File: src/rtl/regbar_pkg.sv
package regbar_pkg;

    localparam int unsigned DATA_W     = 64;
    localparam int unsigned BE_W       = DATA_W / 8;
    localparam int unsigned WORD_BYTES = DATA_W / 8;
    localparam int unsigned BAR_W      = 3;
    localparam int unsigned REG_BAR    = 2;
    localparam int unsigned STAT_W     = 3;

    localparam logic [STAT_W-1:0] CPL_SC = 3'b000;
    localparam logic [STAT_W-1:0] CPL_UR = 3'b001;

    typedef enum logic [1:0] {
        CLS_IGNORE,
        CLS_BAD,
        CLS_GOOD
    } req_class_e;

    typedef enum logic [1:0] {
        ST_IDLE,
        ST_WR,
        ST_RD,
        ST_RWAIT
    } bridge_state_e;

    function automatic logic word_aligned(input logic [2:0] low_bits);
        return low_bits == 3'b000;
    endfunction

endpackage

File: src/rtl/regbar_screen.sv
module regbar_screen
    import regbar_pkg::*;
#(
    parameter int unsigned NUM_PF = 4,
    parameter int unsigned NUM_VF = 8,
    parameter int unsigned OFS_W  = 12,
    parameter int unsigned LEN_W  = 8,
    parameter int unsigned BC_W   = 4,
    localparam int unsigned PF_W  = $clog2(NUM_PF),
    localparam int unsigned VF_W  = $clog2(NUM_VF),
    localparam int unsigned UA_W  = 1 + PF_W + VF_W + OFS_W
) (
    input  logic [BAR_W-1:0] bar,
    input  logic             vf_active,
    input  logic [PF_W-1:0]  pf,
    input  logic [VF_W-1:0]  vf,
    input  logic [OFS_W-1:0] offset,
    input  logic [LEN_W-1:0] len,
    input  logic [BC_W-1:0]  beats,
    output req_class_e       cls,
    output logic [UA_W-1:0]  uaddr
);

    logic            shape_ok;
    logic [VF_W-1:0] vf_field;

    assign shape_ok = word_aligned(offset[2:0])
                   && (len == LEN_W'(WORD_BYTES))
                   && (beats == BC_W'(1));

    always_comb begin
        if (bar != BAR_W'(REG_BAR)) begin
            cls = CLS_IGNORE;
        end else if (shape_ok) begin
            cls = CLS_GOOD;
        end else begin
            cls = CLS_BAD;
        end
    end

    assign vf_field = vf_active ? vf : '0;
    assign uaddr    = {vf_active, pf, vf_field, offset};

endmodule

File: src/rtl/regbar_ctrl.sv
module regbar_ctrl
    import regbar_pkg::*;
#(
    parameter int unsigned UA_W  = 18,
    parameter int unsigned TAG_W = 6,
    parameter int unsigned BC_W  = 4
) (
    input  logic              clk,
    input  logic              rst,
    input  logic              req_valid,
    output logic              req_ready,
    input  logic              req_write,
    input  req_class_e        cls,
    input  logic [UA_W-1:0]   uaddr,
    input  logic [DATA_W-1:0] wdata,
    input  logic [TAG_W-1:0]  tag,
    output logic              usr_read,
    output logic              usr_write,
    output logic [UA_W-1:0]   usr_address,
    output logic [DATA_W-1:0] usr_writedata,
    output logic [BE_W-1:0]   usr_byteenable,
    output logic [BC_W-1:0]   usr_burstcount,
    input  logic              usr_waitrequest,
    input  logic [DATA_W-1:0] usr_readdata,
    input  logic              usr_readdatavalid,
    output logic              cpl_valid,
    output logic [TAG_W-1:0]  cpl_tag,
    output logic [STAT_W-1:0] cpl_status,
    output logic [DATA_W-1:0] cpl_data,
    output logic              wr_err
);

    typedef struct packed {
        logic [UA_W-1:0]   addr;
        logic [DATA_W-1:0] data;
        logic [TAG_W-1:0]  tag;
    } held_cmd_t;

    bridge_state_e state_q;
    held_cmd_t     cmd_q;
    logic          take;

    assign req_ready = (state_q == ST_IDLE);
    assign take      = req_valid && req_ready;

    always_ff @(posedge clk) begin
        if (rst) begin
            state_q    <= ST_IDLE;
            cmd_q      <= '0;
            cpl_valid  <= 1'b0;
            cpl_tag    <= '0;
            cpl_status <= CPL_SC;
            cpl_data   <= '0;
            wr_err     <= 1'b0;
        end else begin
            cpl_valid <= 1'b0;
            wr_err    <= 1'b0;
            unique case (state_q)
                ST_IDLE: begin
                    if (take) begin
                        unique case (cls)
                            CLS_GOOD: begin
                                cmd_q   <= '{addr: uaddr, data: wdata, tag: tag};
                                state_q <= req_write ? ST_WR : ST_RD;
                            end
                            CLS_BAD: begin
                                if (req_write) begin
                                    wr_err <= 1'b1;
                                end else begin
                                    cpl_valid  <= 1'b1;
                                    cpl_tag    <= tag;
                                    cpl_status <= CPL_UR;
                                    cpl_data   <= '0;
                                end
                            end
                            default: ;
                        endcase
                    end
                end
                ST_WR: begin
                    if (!usr_waitrequest) state_q <= ST_IDLE;
                end
                ST_RD: begin
                    if (!usr_waitrequest) state_q <= ST_RWAIT;
                end
                ST_RWAIT: begin
                    if (usr_readdatavalid) begin
                        cpl_valid  <= 1'b1;
                        cpl_tag    <= cmd_q.tag;
                        cpl_status <= CPL_SC;
                        cpl_data   <= usr_readdata;
                        state_q    <= ST_IDLE;
                    end
                end
                default: state_q <= ST_IDLE;
            endcase
        end
    end

    assign usr_write      = (state_q == ST_WR);
    assign usr_read       = (state_q == ST_RD);
    assign usr_address    = cmd_q.addr;
    assign usr_writedata  = cmd_q.data;
    assign usr_byteenable = '1;
    assign usr_burstcount = BC_W'(1);

endmodule

File: src/rtl/regbar_bridge.sv
module regbar_bridge
    import regbar_pkg::*;
#(
    parameter int unsigned NUM_PF = 4,
    parameter int unsigned NUM_VF = 8,
    parameter int unsigned OFS_W  = 12,
    parameter int unsigned LEN_W  = 8,
    parameter int unsigned BC_W   = 4,
    parameter int unsigned TAG_W  = 6
) (
    input  logic                                              clk,
    input  logic                                              rst,
    input  logic                                              req_valid,
    output logic                                              req_ready,
    input  logic                                              req_write,
    input  logic [2:0]                                        req_bar,
    input  logic                                              req_vf_active,
    input  logic [$clog2(NUM_PF)-1:0]                         req_pf,
    input  logic [$clog2(NUM_VF)-1:0]                         req_vf,
    input  logic [OFS_W-1:0]                                  req_addr,
    input  logic [LEN_W-1:0]                                  req_len,
    input  logic [BC_W-1:0]                                   req_beats,
    input  logic [63:0]                                       req_wdata,
    input  logic [TAG_W-1:0]                                  req_tag,
    output logic                                              usr_read,
    output logic                                              usr_write,
    output logic [$clog2(NUM_PF)+$clog2(NUM_VF)+OFS_W:0]      usr_address,
    output logic [63:0]                                       usr_writedata,
    output logic [7:0]                                        usr_byteenable,
    output logic [BC_W-1:0]                                   usr_burstcount,
    input  logic                                              usr_waitrequest,
    input  logic [63:0]                                       usr_readdata,
    input  logic                                              usr_readdatavalid,
    output logic                                              cpl_valid,
    output logic [TAG_W-1:0]                                  cpl_tag,
    output logic [2:0]                                        cpl_status,
    output logic [63:0]                                       cpl_data,
    output logic                                              wr_err
);

    localparam int unsigned PF_W = $clog2(NUM_PF);
    localparam int unsigned VF_W = $clog2(NUM_VF);
    localparam int unsigned UA_W = 1 + PF_W + VF_W + OFS_W;

    req_class_e      cls;
    logic [UA_W-1:0] uaddr;

    regbar_screen #(
        .NUM_PF (NUM_PF),
        .NUM_VF (NUM_VF),
        .OFS_W  (OFS_W),
        .LEN_W  (LEN_W),
        .BC_W   (BC_W)
    ) i_screen (
        .bar       (req_bar),
        .vf_active (req_vf_active),
        .pf        (req_pf),
        .vf        (req_vf),
        .offset    (req_addr),
        .len       (req_len),
        .beats     (req_beats),
        .cls       (cls),
        .uaddr     (uaddr)
    );

    regbar_ctrl #(
        .UA_W  (UA_W),
        .TAG_W (TAG_W),
        .BC_W  (BC_W)
    ) i_ctrl (
        .clk               (clk),
        .rst               (rst),
        .req_valid         (req_valid),
        .req_ready         (req_ready),
        .req_write         (req_write),
        .cls               (cls),
        .uaddr             (uaddr),
        .wdata             (req_wdata),
        .tag               (req_tag),
        .usr_read          (usr_read),
        .usr_write         (usr_write),
        .usr_address       (usr_address),
        .usr_writedata     (usr_writedata),
        .usr_byteenable    (usr_byteenable),
        .usr_burstcount    (usr_burstcount),
        .usr_waitrequest   (usr_waitrequest),
        .usr_readdata      (usr_readdata),
        .usr_readdatavalid (usr_readdatavalid),
        .cpl_valid         (cpl_valid),
        .cpl_tag           (cpl_tag),
        .cpl_status        (cpl_status),
        .cpl_data          (cpl_data),
        .wr_err            (wr_err)
    );

endmodule

File: config.mk
export PLATFORM = sky130hd
export DESIGN_NAME = regbar_bridge
export DESIGN_NICKNAME = d
export VERILOG_FILES = /design/src/rtl/regbar_pkg.sv /design/src/rtl/regbar_screen.sv /design/src/rtl/regbar_ctrl.sv /design/src/rtl/regbar_bridge.sv
export SDC_FILE = /design/constraint.sdc
export NUM_CORES = 1
export LEC_CHECK = 0
export CAP_MARGIN = 20
export CORE_MARGIN = 4
export CORE_UTILIZATION = 42
export DETAILED_ROUTE_END_ITERATION = 12
export GPL_TIMING_DRIVEN = 0
export PLACE_DENSITY = 0.81
export REMOVE_ABC_BUFFERS = 1
export SETUP_SLACK_MARGIN = 0.2
export SKIP_LAST_GASP = 1
export SYNTH_ARGS = -nofsm -noshare
export SYNTH_HDL_FRONTEND = slang
export SYNTH_SLANG_ARGS = --single-unit
File: constraint.sdc
create_clock -name clk -period 2.8 [get_ports clk]
set_clock_uncertainty 0.15 [all_clocks]
set_input_delay 0.56 -clock clk [delete_from_list [all_inputs] [get_ports clk]]
set_output_delay 0.56 -clock clk [all_outputs]
set_load 0.01 [all_outputs]
==> metrics.md <==
| Metric | Value |
|---|---|
| Worst path slowest cell | and4_4 |
| Critical path endpoint category | flop |
| Number of global-route vias before repair | 6,410 |
| Clk sink count | 163 |
| Min-delay src | i_ctrl.usr_writedata[58] |
| Rows | 48 |
| Placed cell count | 1,256 |
| GR Overflow Total | 0 |
| Multi-input gate area | 0.00327 mm² |
| GP Congestion | 0.771 |
| # setup viols final | 0 |
| VDD IR max | roughly 0.00039 V |
| Seq cells post-synth | 163 |
| Area of the core | ~0.017 mm² |
| Worst R2R Setup Slack | ~0.5 ns |
| Synth area leader | dfxtp_1 |
| Commonest non-fill, non-tap cells in the layout | 329 x clkdlybuf4s50_1, 163 x dfxtp_1, 88 x a21oi_1, 86 x o21ai_0, 82 x nand3_1 |
| Gate Count Post-Synth | 850 |
| Hold path cells | 2 |
| All-layer global routing usage | 22.1% |
| Die area | 0.0201 mm² |
| Max stage delay on crit path | between 0.5 and 0.6 ns |
| Hold_buf cts | 0 |
| Vias/cell | 5.07 |
| Leakage | between 4 and 5 nW |
| Total wire length | 23.0 mm |
| Hold EP | i_ctrl.usr_writedata[58] |
| P per Cell Area | 466 mW/mm² |
| Largest net degree at the start of global routing | between 100 and 150 |
| Post-DP HPWL | 15.5 mm |
| Max-slew violations | 0 |
| RSZ-0062 raised after global routing | no |
| Layout cells sized above 1 | roughly 6.3% |
| CTS tree | done |
| CP bufs+invs | 2 |
| Fin. Hold Viols | 0 |
| Final antenna-violating net count | 0 |
| Root Driver | clkbuf_16 |
| Input/output buffers | 330 |
| CP cell instances | clkdlybuf4s50_1 > nor4b_4 > and4_4 > buf_16 > nand4_1 > a21oi_1 |
| Yosys warns | 0 |
| Initial antenna violation count | 0 |
| Period utilization | 88.9% |
| Critical path required time | about 3 ns |
| Final Util | approximately 63% |
| Worst setup SP type | primary input |
| Drt pass-1 iters | 4 |
| Initial DRC Count | 339 |
| Worst Reg-to-Reg Cells | 7 |
| Reg clk slew, reported paths | 0.07 ns |
| CTS buffer count | 17 |
| DRC viols | 0 |
| Die height | 142 µm |
| Commonest non-fill, non-tap cell in the layout | clkdlybuf4s50_1 |
| Final worst path period need | 2.49 ns |
| Post-synth top area share | a little over two fifths |
| Fillers | 1,478 |
| # diodes | 0 |
| Reg2reg end | i_ctrl.cpl_data[32] |
| Register area | 0.00326 mm² |
| Longest Clk Path Bufs | 2 |
| Reg2reg start | i_ctrl.state_q[0] |
| First-pass GRT wire length | 35.4 mm |
| Fmax | 0.402 GHz |
| Crit Path Max Fanout | 61 |
| Max_slew headroom | 59.3% |
| Arr. time, crit path | between 2 and 3 ns |
| Syn-to-layout area delta | 46.0% |
| Synth area leaders | dfxtp_1 43%, buf_4 9.7%, mux2i_1 9.3% |
| Ports | 345 |
| Measured slew at the worst slew-check pin | 0.610 ns |
| H-tree levels | 4 |
| Clk_lat worst skew | around 0.42 ns |
| WL per Instance | 17.8 µm |
| CP top delay family | simple AND/OR/NAND/NOR gates |
| Max cap viols | 0 |
| Yosys cell types | 34 |
| Final non-filler cell total | 1,295 |
| Sequential share of the synthesized area | 43.4% |
| Power Total | around 5.1 mW |
| Worst hold path type | reg -> reg |
| Nets | 1,234 |
| Crit path kind | in -> reg |
| Status | finished, final reports clean |
| Final hold slack | 0.323 ns |
| Avg Synthesized Cell Area | 8.84 µm² |
| Initial Util | 43.1% |
| Synthesized area | 0.00751 mm² |
| Die Width | around 140 µm |
| Final Instance Area | 0.0110 mm² |
| Placed inst area | 0.0103 mm² |
| Vias post-DR | 6,565 |
## power by group
group	total, mW	switching [mW]	internal [mW]
logic	0.384	0.130	0.254
registers	2.32	0.000682	2.32
clock network	2.41	1.04	1.37
## how the worst max path moves through the flow
stage,start,end,slack (ns),cells after the start
after floorplan,req_bar[2],i_ctrl.cpl_tag[5],-1.93,4
final,req_addr[0],i_ctrl.usr_address[14],0.31,6
after global routing,req_addr[0],i_ctrl.usr_address[14],0.21,6
after CTS,req_bar[2],i_ctrl.cpl_valid,0.25,5
after global placement,rst,i_ctrl.cpl_data[3],-8.85,4
after detailed placement,req_beats[3],i_ctrl.cpl_tag[5],-0.69,6
## cells in the mapped netlist (all sizes together)
master	count
or4bb	1
dfxtp	163
nor4	2
mux2i	70
nor2b	10
inv	2
and4	1
nand2b	65
mux2	7
nor2	10
nand4	6
nor3b	4
and2	1
nor4b	3
or4	1
and4bb	1
o211ai	2
buf	118
a21oi	88
conb	2
nand2	67
ha	4
a31oi	3
nand3	82
clkbuf	51
o21ai	86
## state kept, by name, indices dropped and copies added (netlist names)
signal,count
i_ctrl.cmd_q,6
i_ctrl.cpl_data,64
i_ctrl.cpl_status,1
i_ctrl.cpl_tag,6
i_ctrl.cpl_valid,1
i_ctrl.state_q,2
i_ctrl.usr_address,18
i_ctrl.usr_writedata,64
i_ctrl.wr_err,1
## worst reg2reg max path: stages (launching register included)
cell,delay (ns)
dfxtp_1,0.41
ha_2,0.40
nor2b_1,0.29
nor2_1,0.13
a31oi_4,0.24
buf_4,0.19
buf_12,0.19
mux2i_1,0.22
## area by class of cell
type | instances | share of cell area (%)
Inverter | 2 | 0.0684
Clock buffer | 18 | 4.00
Multi-Input combinational cell | 530 | 29.9
Sequential cell | 163 | 29.7
Clock inverter | 14 | 1.56
Timing Repair Buffer | 343 | 32.2
Tap cell | 225 | 2.57
## through the flow
| stage | setup TNS, ns | setup slack, ns |
|---|---|---|
| CTS | 0 | 0.251 |
| floorplan | -147.26 | -1.93 |
| global route | 0 | 0.210 |
| finish | 0 | 0.310 |
| global placement | -832.97 | -8.85 |
| detailed placement | -38.83 | -0.693 |
## repair_timing
action	4_1_cts	5_1_grt
buffers inserted	5	0
pin swaps	3	1
endpoints found under the setup margin	71	39
cloned	2	0
resized for setup	2	4
## cells by family (layout without fill, tap and decap cells)
| group | Yosys count | count (layout) | share of synthesized area, % |
|---|---|---|---|
| AOI/OAI and AO/OA | 179 | 179 | 12.2 |
| adders and majority gates | 4 | 4 | 0.666 |
| buffers and inverters | 171 | 377 | 14.5 |
| DFF | 163 | 163 | 43.4 |
| muxes | 77 | 77 | 10.7 |
| other | 2 | 14 | 0.0999 |
| and+or+nand+nor | 254 | 256 | 18.4 |
## routing by layer
metal  wire length, µm  vias up  GRT usage [%]  share of wire [%]
met2             10800      278           36.3                 47
li1                  -     3192              -                  -
met1              9340     3069           26.6                 41
met3              2450       26           9.20                 11
met4               438        0           6.16                1.9
met5                 0        -              0                  0
No activity file was read; power rests on OpenSTA's default activity.
